==> config.mk <==
export PLATFORM = sky130hd
export DESIGN_NAME = gate_seq_top
export DESIGN_NICKNAME = d
export VERILOG_FILES = /design/src/rtl/gate_seq_pkg.sv /design/src/rtl/gs_edge_det.sv /design/src/rtl/gs_delay_chain.sv /design/src/rtl/gs_channel.sv /design/src/rtl/gate_seq_top.sv
export SDC_FILE = /design/constraint.sdc
export NUM_CORES = 1
export LEC_CHECK = 0
export CORE_ASPECT_RATIO = 0.75
export CORE_MARGIN = 2
export CORE_UTILIZATION = 33
export DETAILED_ROUTE_END_ITERATION = 16
export DONT_BUFFER_PORTS = 1
export GPL_ROUTABILITY_DRIVEN = 1
export GPL_TIMING_DRIVEN = 1
export PLACE_DENSITY = 0.53
export SYNTH_ARGS = -nofsm -noshare
export SYNTH_HDL_FRONTEND = slang
export SYNTH_SLANG_ARGS = --single-unit
==> constraint.sdc <==
create_clock -name clk -period 4 [get_ports clk]
set_input_delay 0 -clock clk [delete_from_list [all_inputs] [get_ports clk]]
set_output_delay 0 -clock clk [all_outputs]
set_load 0.005 [all_outputs]
==> src/rtl/gate_seq_pkg.sv <==
package gate_seq_pkg;
  localparam int GS_NCH = 4;
  localparam int CH_PA  = 0;
  localparam int CH_PB  = 1;
  localparam int CH_RA  = 2;
  localparam int CH_RB  = 3;
endpackage

==> src/rtl/gs_edge_det.sv <==
module gs_edge_det #(
  parameter bit SAMPLE_IN = 1'b1
) (
  input  logic clk,
  input  logic rst,
  input  logic din,
  output logic rise,
  output logic fall
);
  logic cur;
  logic prev;

  if (SAMPLE_IN) begin : g_smp
    always_ff @(posedge clk) begin
      if (rst) cur <= 1'b0;
      else     cur <= din;
    end
  end else begin : g_direct
    assign cur = din;
  end

  always_ff @(posedge clk) begin
    if (rst) prev <= 1'b0;
    else     prev <= cur;
  end

  assign rise = cur & ~prev;
  assign fall = ~cur & prev;
endmodule

==> src/rtl/gs_delay_chain.sv <==
module gs_delay_chain #(
  parameter int DLY_W = 8
) (
  input  logic             clk,
  input  logic             rst,
  input  logic             start,
  input  logic [DLY_W-1:0] dly,
  output logic             fire
);
  localparam logic [DLY_W-1:0] ONE = DLY_W'(1);

  logic [DLY_W-1:0] cnt;
  logic             busy;

  // a fresh start overrides any expiry of the previous run
  assign fire = start ? (dly == '0) : (busy && cnt == '0);

  always_ff @(posedge clk) begin
    if (rst) begin
      busy <= 1'b0;
      cnt  <= '0;
    end else if (start) begin
      busy <= (dly != '0);
      cnt  <= dly - ONE;
    end else if (busy) begin
      if (cnt == '0) busy <= 1'b0;
      else           cnt  <= cnt - ONE;
    end
  end
endmodule

==> src/rtl/gs_channel.sv <==
module gs_channel #(
  parameter int DLY_W = 8
) (
  input  logic             clk,
  input  logic             rst,
  input  logic             start_on,
  input  logic             start_off,
  input  logic [DLY_W-1:0] dly_on,
  input  logic [DLY_W-1:0] dly_off,
  input  logic             inhibit_on,
  output logic             on_fire,
  output logic             off_fire,
  output logic             q
);
  gs_delay_chain #(.DLY_W(DLY_W)) u_on (
    .clk(clk), .rst(rst), .start(start_on), .dly(dly_on), .fire(on_fire)
  );

  gs_delay_chain #(.DLY_W(DLY_W)) u_off (
    .clk(clk), .rst(rst), .start(start_off), .dly(dly_off), .fire(off_fire)
  );

  always_ff @(posedge clk) begin
    if (rst)                          q <= 1'b0;
    else if (off_fire)                q <= 1'b0;
    else if (on_fire && !inhibit_on)  q <= 1'b1;
  end
endmodule

==> src/rtl/gate_seq_top.sv <==
module gate_seq_top
  import gate_seq_pkg::*;
#(
  parameter int DLY_W = 8
) (
  input  logic             clk,
  input  logic             rst,
  input  logic             pwm_in,
  input  logic [DLY_W-1:0] dly_pa_on,
  input  logic [DLY_W-1:0] dly_pa_off,
  input  logic [DLY_W-1:0] dly_pb_on,
  input  logic [DLY_W-1:0] dly_pb_off,
  input  logic [DLY_W-1:0] dly_ra_on,
  input  logic [DLY_W-1:0] dly_ra_off,
  input  logic [DLY_W-1:0] dly_rb_on,
  input  logic [DLY_W-1:0] dly_rb_off,
  output logic             gate_pa,
  output logic             gate_pb,
  output logic             gate_ra,
  output logic             gate_rb
);
  logic [GS_NCH-1:0] st_on;
  logic [GS_NCH-1:0] st_off;
  logic [GS_NCH-1:0] inh;
  logic [GS_NCH-1:0] on_fire;
  logic [GS_NCH-1:0] off_fire;
  logic [GS_NCH-1:0] gq;
  logic [DLY_W-1:0]  d_on  [GS_NCH];
  logic [DLY_W-1:0]  d_off [GS_NCH];

  logic pwm_rise, pwm_fall;
  logic pa_rise, pa_fall, pb_rise, pb_fall;
  logic seen_fall, armed, arm_ok;

  assign d_on[CH_PA]  = dly_pa_on;
  assign d_off[CH_PA] = dly_pa_off;
  assign d_on[CH_PB]  = dly_pb_on;
  assign d_off[CH_PB] = dly_pb_off;
  assign d_on[CH_RA]  = dly_ra_on;
  assign d_off[CH_RA] = dly_ra_off;
  assign d_on[CH_RB]  = dly_rb_on;
  assign d_off[CH_RB] = dly_rb_off;

  gs_edge_det #(.SAMPLE_IN(1'b1)) u_pwm_edge (
    .clk(clk), .rst(rst), .din(pwm_in), .rise(pwm_rise), .fall(pwm_fall)
  );
  gs_edge_det #(.SAMPLE_IN(1'b0)) u_pa_edge (
    .clk(clk), .rst(rst), .din(gq[CH_PA]), .rise(pa_rise), .fall(pa_fall)
  );
  gs_edge_det #(.SAMPLE_IN(1'b0)) u_pb_edge (
    .clk(clk), .rst(rst), .din(gq[CH_PB]), .rise(pb_rise), .fall(pb_fall)
  );

  // timing is enabled by the first rise that follows a fall after reset
  assign arm_ok = armed | (seen_fall & pwm_rise);

  always_ff @(posedge clk) begin
    if (rst) begin
      seen_fall <= 1'b0;
      armed     <= 1'b0;
    end else begin
      if (pwm_fall) seen_fall <= 1'b1;
      armed <= arm_ok;
    end
  end

  assign st_on[CH_PA]  = pwm_rise & arm_ok;
  assign st_off[CH_PA] = pwm_fall & armed;
  assign st_on[CH_PB]  = pwm_fall & armed;
  assign st_off[CH_PB] = pwm_rise & arm_ok;
  assign st_on[CH_RA]  = pb_fall;
  assign st_off[CH_RA] = pb_rise;
  assign st_on[CH_RB]  = pa_fall;
  assign st_off[CH_RB] = pa_rise;

  // primary interlock; B also yields to a simultaneous A request
  assign inh[CH_PA] = gq[CH_PB];
  assign inh[CH_PB] = gq[CH_PA] | on_fire[CH_PA];
  assign inh[CH_RA] = 1'b0;
  assign inh[CH_RB] = 1'b0;

  for (genvar i = 0; i < GS_NCH; i++) begin : g_ch
    gs_channel #(.DLY_W(DLY_W)) u_ch (
      .clk       (clk),
      .rst       (rst),
      .start_on  (st_on[i]),
      .start_off (st_off[i]),
      .dly_on    (d_on[i]),
      .dly_off   (d_off[i]),
      .inhibit_on(inh[i]),
      .on_fire   (on_fire[i]),
      .off_fire  (off_fire[i]),
      .q         (gq[i])
    );
  end

  assign gate_pa = gq[CH_PA];
  assign gate_pb = gq[CH_PB];
  assign gate_ra = gq[CH_RA];
  assign gate_rb = gq[CH_RB];
endmodule

==> metrics.txt <==
outcome=finished clean; fin cells=918; worst-path maximum fanout=9; Vias per Instance=5.49; Num CTS Buffers=9; Clk Latency, worst-skew pair=0.35 ns; DP Area=5440 um2; Power Density=between 200 and 300 nW/um2; core box area=about 15,000 um2; drt initial violations=around 200; Post-DP HPWL=9580 um; post-synth cell types=63; Longest Clk Path Bufs=2; CTS tree=done; Clk pin slew, worst setup/hold paths=0.06 ns; Data arrival, critical path=3.41 ns; critical path capture point type=register; layout cell share with drive strength beyond 1=6.45%; final core utilization=around 42%; post-route antenna net violation count=0; Cell Rows=39; synthesis-stage register bit count=82; max_cap viols=0; overall routing resource usage=approximately 17%; number of global-route vias before repair=4,832; Hold Path Class=in -> reg; Avg Inst Size Synth=8.10 um2; Slowest cell on crit path=nor2b_1; Die Y=roughly 110 um; Initial Util=between 30% and 40%; Chip Width=around 150 um; Root Driver=clkbuf_16; Leakage=2.27 nW; final instance area=~6500 um2; Post-synth top flop=dfxtp_1; Critical Path, Cell by Cell=nor2b_1 -> mux2_2 -> inv_2 -> ha_1 -> nand2b_1 -> nor4_1 -> xor2_1 -> dlygate4sd3_1 -> nor2_1 -> a211oi_1; Final Critical Period=about 3.1 ns; Mapped Cells=approximately 650; asr flop ratio synth=0%; detailed-route via count=5,044; critical path launch point type=register; Slew Viols, Final=0; final setup skew=around 0.0071 ns; f_max=between 300 and 400 MHz; Setup CP Type=reg -> reg; CP top delay family=simple AND/OR/NAND/NOR gates; first-pass GRT wire length=roughly 24,000 um; Inst Count DP=~830; GRT Residual Overflow=0; Final Cycle Share=between 70 and 80%; Post-Route Setup TNS=0 ns; largest net degree at the start of global routing=81; die area=~17,000 um2; area delta synth->final=23.4%; initial antenna violation count=0; Critical Path RT=around 4.3 ns; Peak VDD IR=~0.16 mV; Mapped Area=5250 um2; clock sinks=82; CP peak stage delay=just under 0.6 ns; Slew @ Worst Pin=0.679 ns; CTS H-tree depth=3; post-synthesis sequential area ratio=31.3%; Fin Hold WS=0.0205 ns; RSZ-0062 raised after global routing=false; Residual DRC=0; EDFF count, synth=0; NumNets Final=roughly 800; Placer Congestion=approximately 0.87; Synth Net Count=723; # Post-CTS Setup Buffers=0; Antenna Cells=0; I/O pin cnt=between 70 and 80; wire length per cell=15.3 um; WP buf/inv=2; First-pass DRT Iterations=5; wire length after detailed routing=about 14,000 um; final hold violation count=0; max_slew headroom=between 50% and 60%; # setup viols final=0; Ys Warns=0; # port buffers=0
-- sequential cells by signal, summed over array words and instances, names as in the netlist --
register              flops
g_ch.u_ch.q               4
g_ch.u_ch.u_on.busy       4
u_pa_edge.prev            1
g_ch.u_ch.u_on.cnt       32
u_pwm_edge.cur            1
armed                     1
seen_fall                 1
g_ch.u_ch.u_off.busy      4
u_pwm_edge.prev           1
g_ch.u_ch.u_off.cnt      32
u_pb_edge.prev            1
-- worst min-delay path, cell delays in order --
cell	delay, ns
or4_1	0.12
and3_1	0.16
a211oi_1	0.05
-- cells in the final DEF, fill, tap and decap left out, types with 11 or more instances in the layout --
master and n:
xor2_1 33, dfxtp_1 82, mux2i_1 18, a21oi_1 41
a211oi_1 47, nand2_1 38, o21ai_0 18, nor3_1 35
inv_1 14, nor4_1 18, nor2b_1 11, or3_1 15
xnor2_1 30, or4_1 14, nor2_1 76, dlygate4sd3_1 70
-- through the flow --
stage | total power, W | setup slack, ns
after global placement | 0.000987 | 1.40
after detailed placement | 0.000989 | 1.32
after floorplan | 0.000975 | 1.44
after global routing | 0.00199 | 0.674
final | 0.00191 | 0.852
after CTS | 0.00194 | 0.944
-- synth_stat cells (2+ instances only) --
cell      instances  area [um2]
nand3b_1          3        22.5
o21ai_0          18        90.1
nand3_1          10        50.1
and2_1            9        56.3
inv_1            14        52.6
nand2_1          38         143
o311ai_0          2        17.5
clkbuf_1         23        86.3
o21ai_2           2        17.5
a21boi_0          2        15.0
o311a_1           2        20.0
a311oi_1          4        35.0
a221oi_1          6        52.6
nor3_1           35         175
o211ai_1          5        37.5
nor2_1           76         285
nor3b_1           2        15.0
dfxtp_1          82        1640
or4_1            14         105
mux2_2            4        45.0
nand4_1           4        25.0
or3_1            15        93.8
xor2_1           33         289
o31a_1            3        26.3
a21oi_1          41         205
or2_2             3        18.8
o21ai_1           2        10.0
and3_1            5        31.3
a31oi_1           6        37.5
o31ai_1           5        37.5
nand2b_1         10        62.6
mux2i_1          18         180
buf_2             3        15.0
a31o_2            4        35.0
nor4_1           18         113
xnor2_1          30         263
or4b_1            3        30.0
ha_1              8         100
a211oi_1         47         353
nor2b_1          11        68.8
o31ai_2           2        25.0
nor4b_1           5        43.8
-- repair_timing --
action / in CTS / in global routing
hold buffers: 71 / 0
resized for setup: 0 / 0
endpoints found under the hold margin: 82 / 0
setup endpoints to repair: 0 / 0
-- path summary, 6_finish.rpt --
check / cells past startpoint / slack [ns] / start / to
setup reg to reg: 10 / 0.85 / u_pb_edge.prev / g_ch[2].u_ch.u_on.cnt[6]
setup / recovery: 10 / 0.85 / u_pb_edge.prev / g_ch[2].u_ch.u_on.cnt[6]
hold / removal: 3 / 0.02 / dly_pa_off[1] / g_ch[0].u_ch.u_off.cnt[3]
hold reg to reg: 1 / 0.51 / u_pwm_edge.cur / u_pwm_edge.prev
-- report_power, final --
part / internal, W / leakage, nW / switching (W) / total, W
clock: 0.000514 / 0.148 / 0.000338 / 0.000852
combinational: 0.000113 / 1.46 / 0.0000996 / 0.000213
sequential: 0.000828 / 0.662 / 0.0000131 / 0.000841
total: 0.00146 / 2.27 / 0.000451 / 0.00191
-- logic make-up after synthesis --
kind of cell / count (synthesis) / share of synthesized area (%)
XOR/XNOR: 63 / 10.5
multiplexers: 22 / 4.29
AO/OA/AOI/OAI: 159 / 21.2
adder cells (fa/ha/maj): 8 / 1.91
buffers and inverters: 43 / 3.22
flip-flops: 82 / 31.3
AND/OR/NAND/NOR: 271 / 27.6
-- metal layers --
layer	track usage, %	up-vias	wire length, um
met5	0	-	0
met4	3.87	0	139
met3	5.04	12	828
met2	26.0	121	6100
met1	24.3	2376	7010
li1	-	2535	-
-- layout make-up --
cell class	count	area (um2)
sequential	82	1640
clock buffer	11	253
tap	205	256
inverter	15	56.3
multi-input combinational	523	3440
fill	1529	8900
clock inverter	4	51.3
timing repair buffer	78	781
Note: power is estimated with default switching activity, not from simulation.
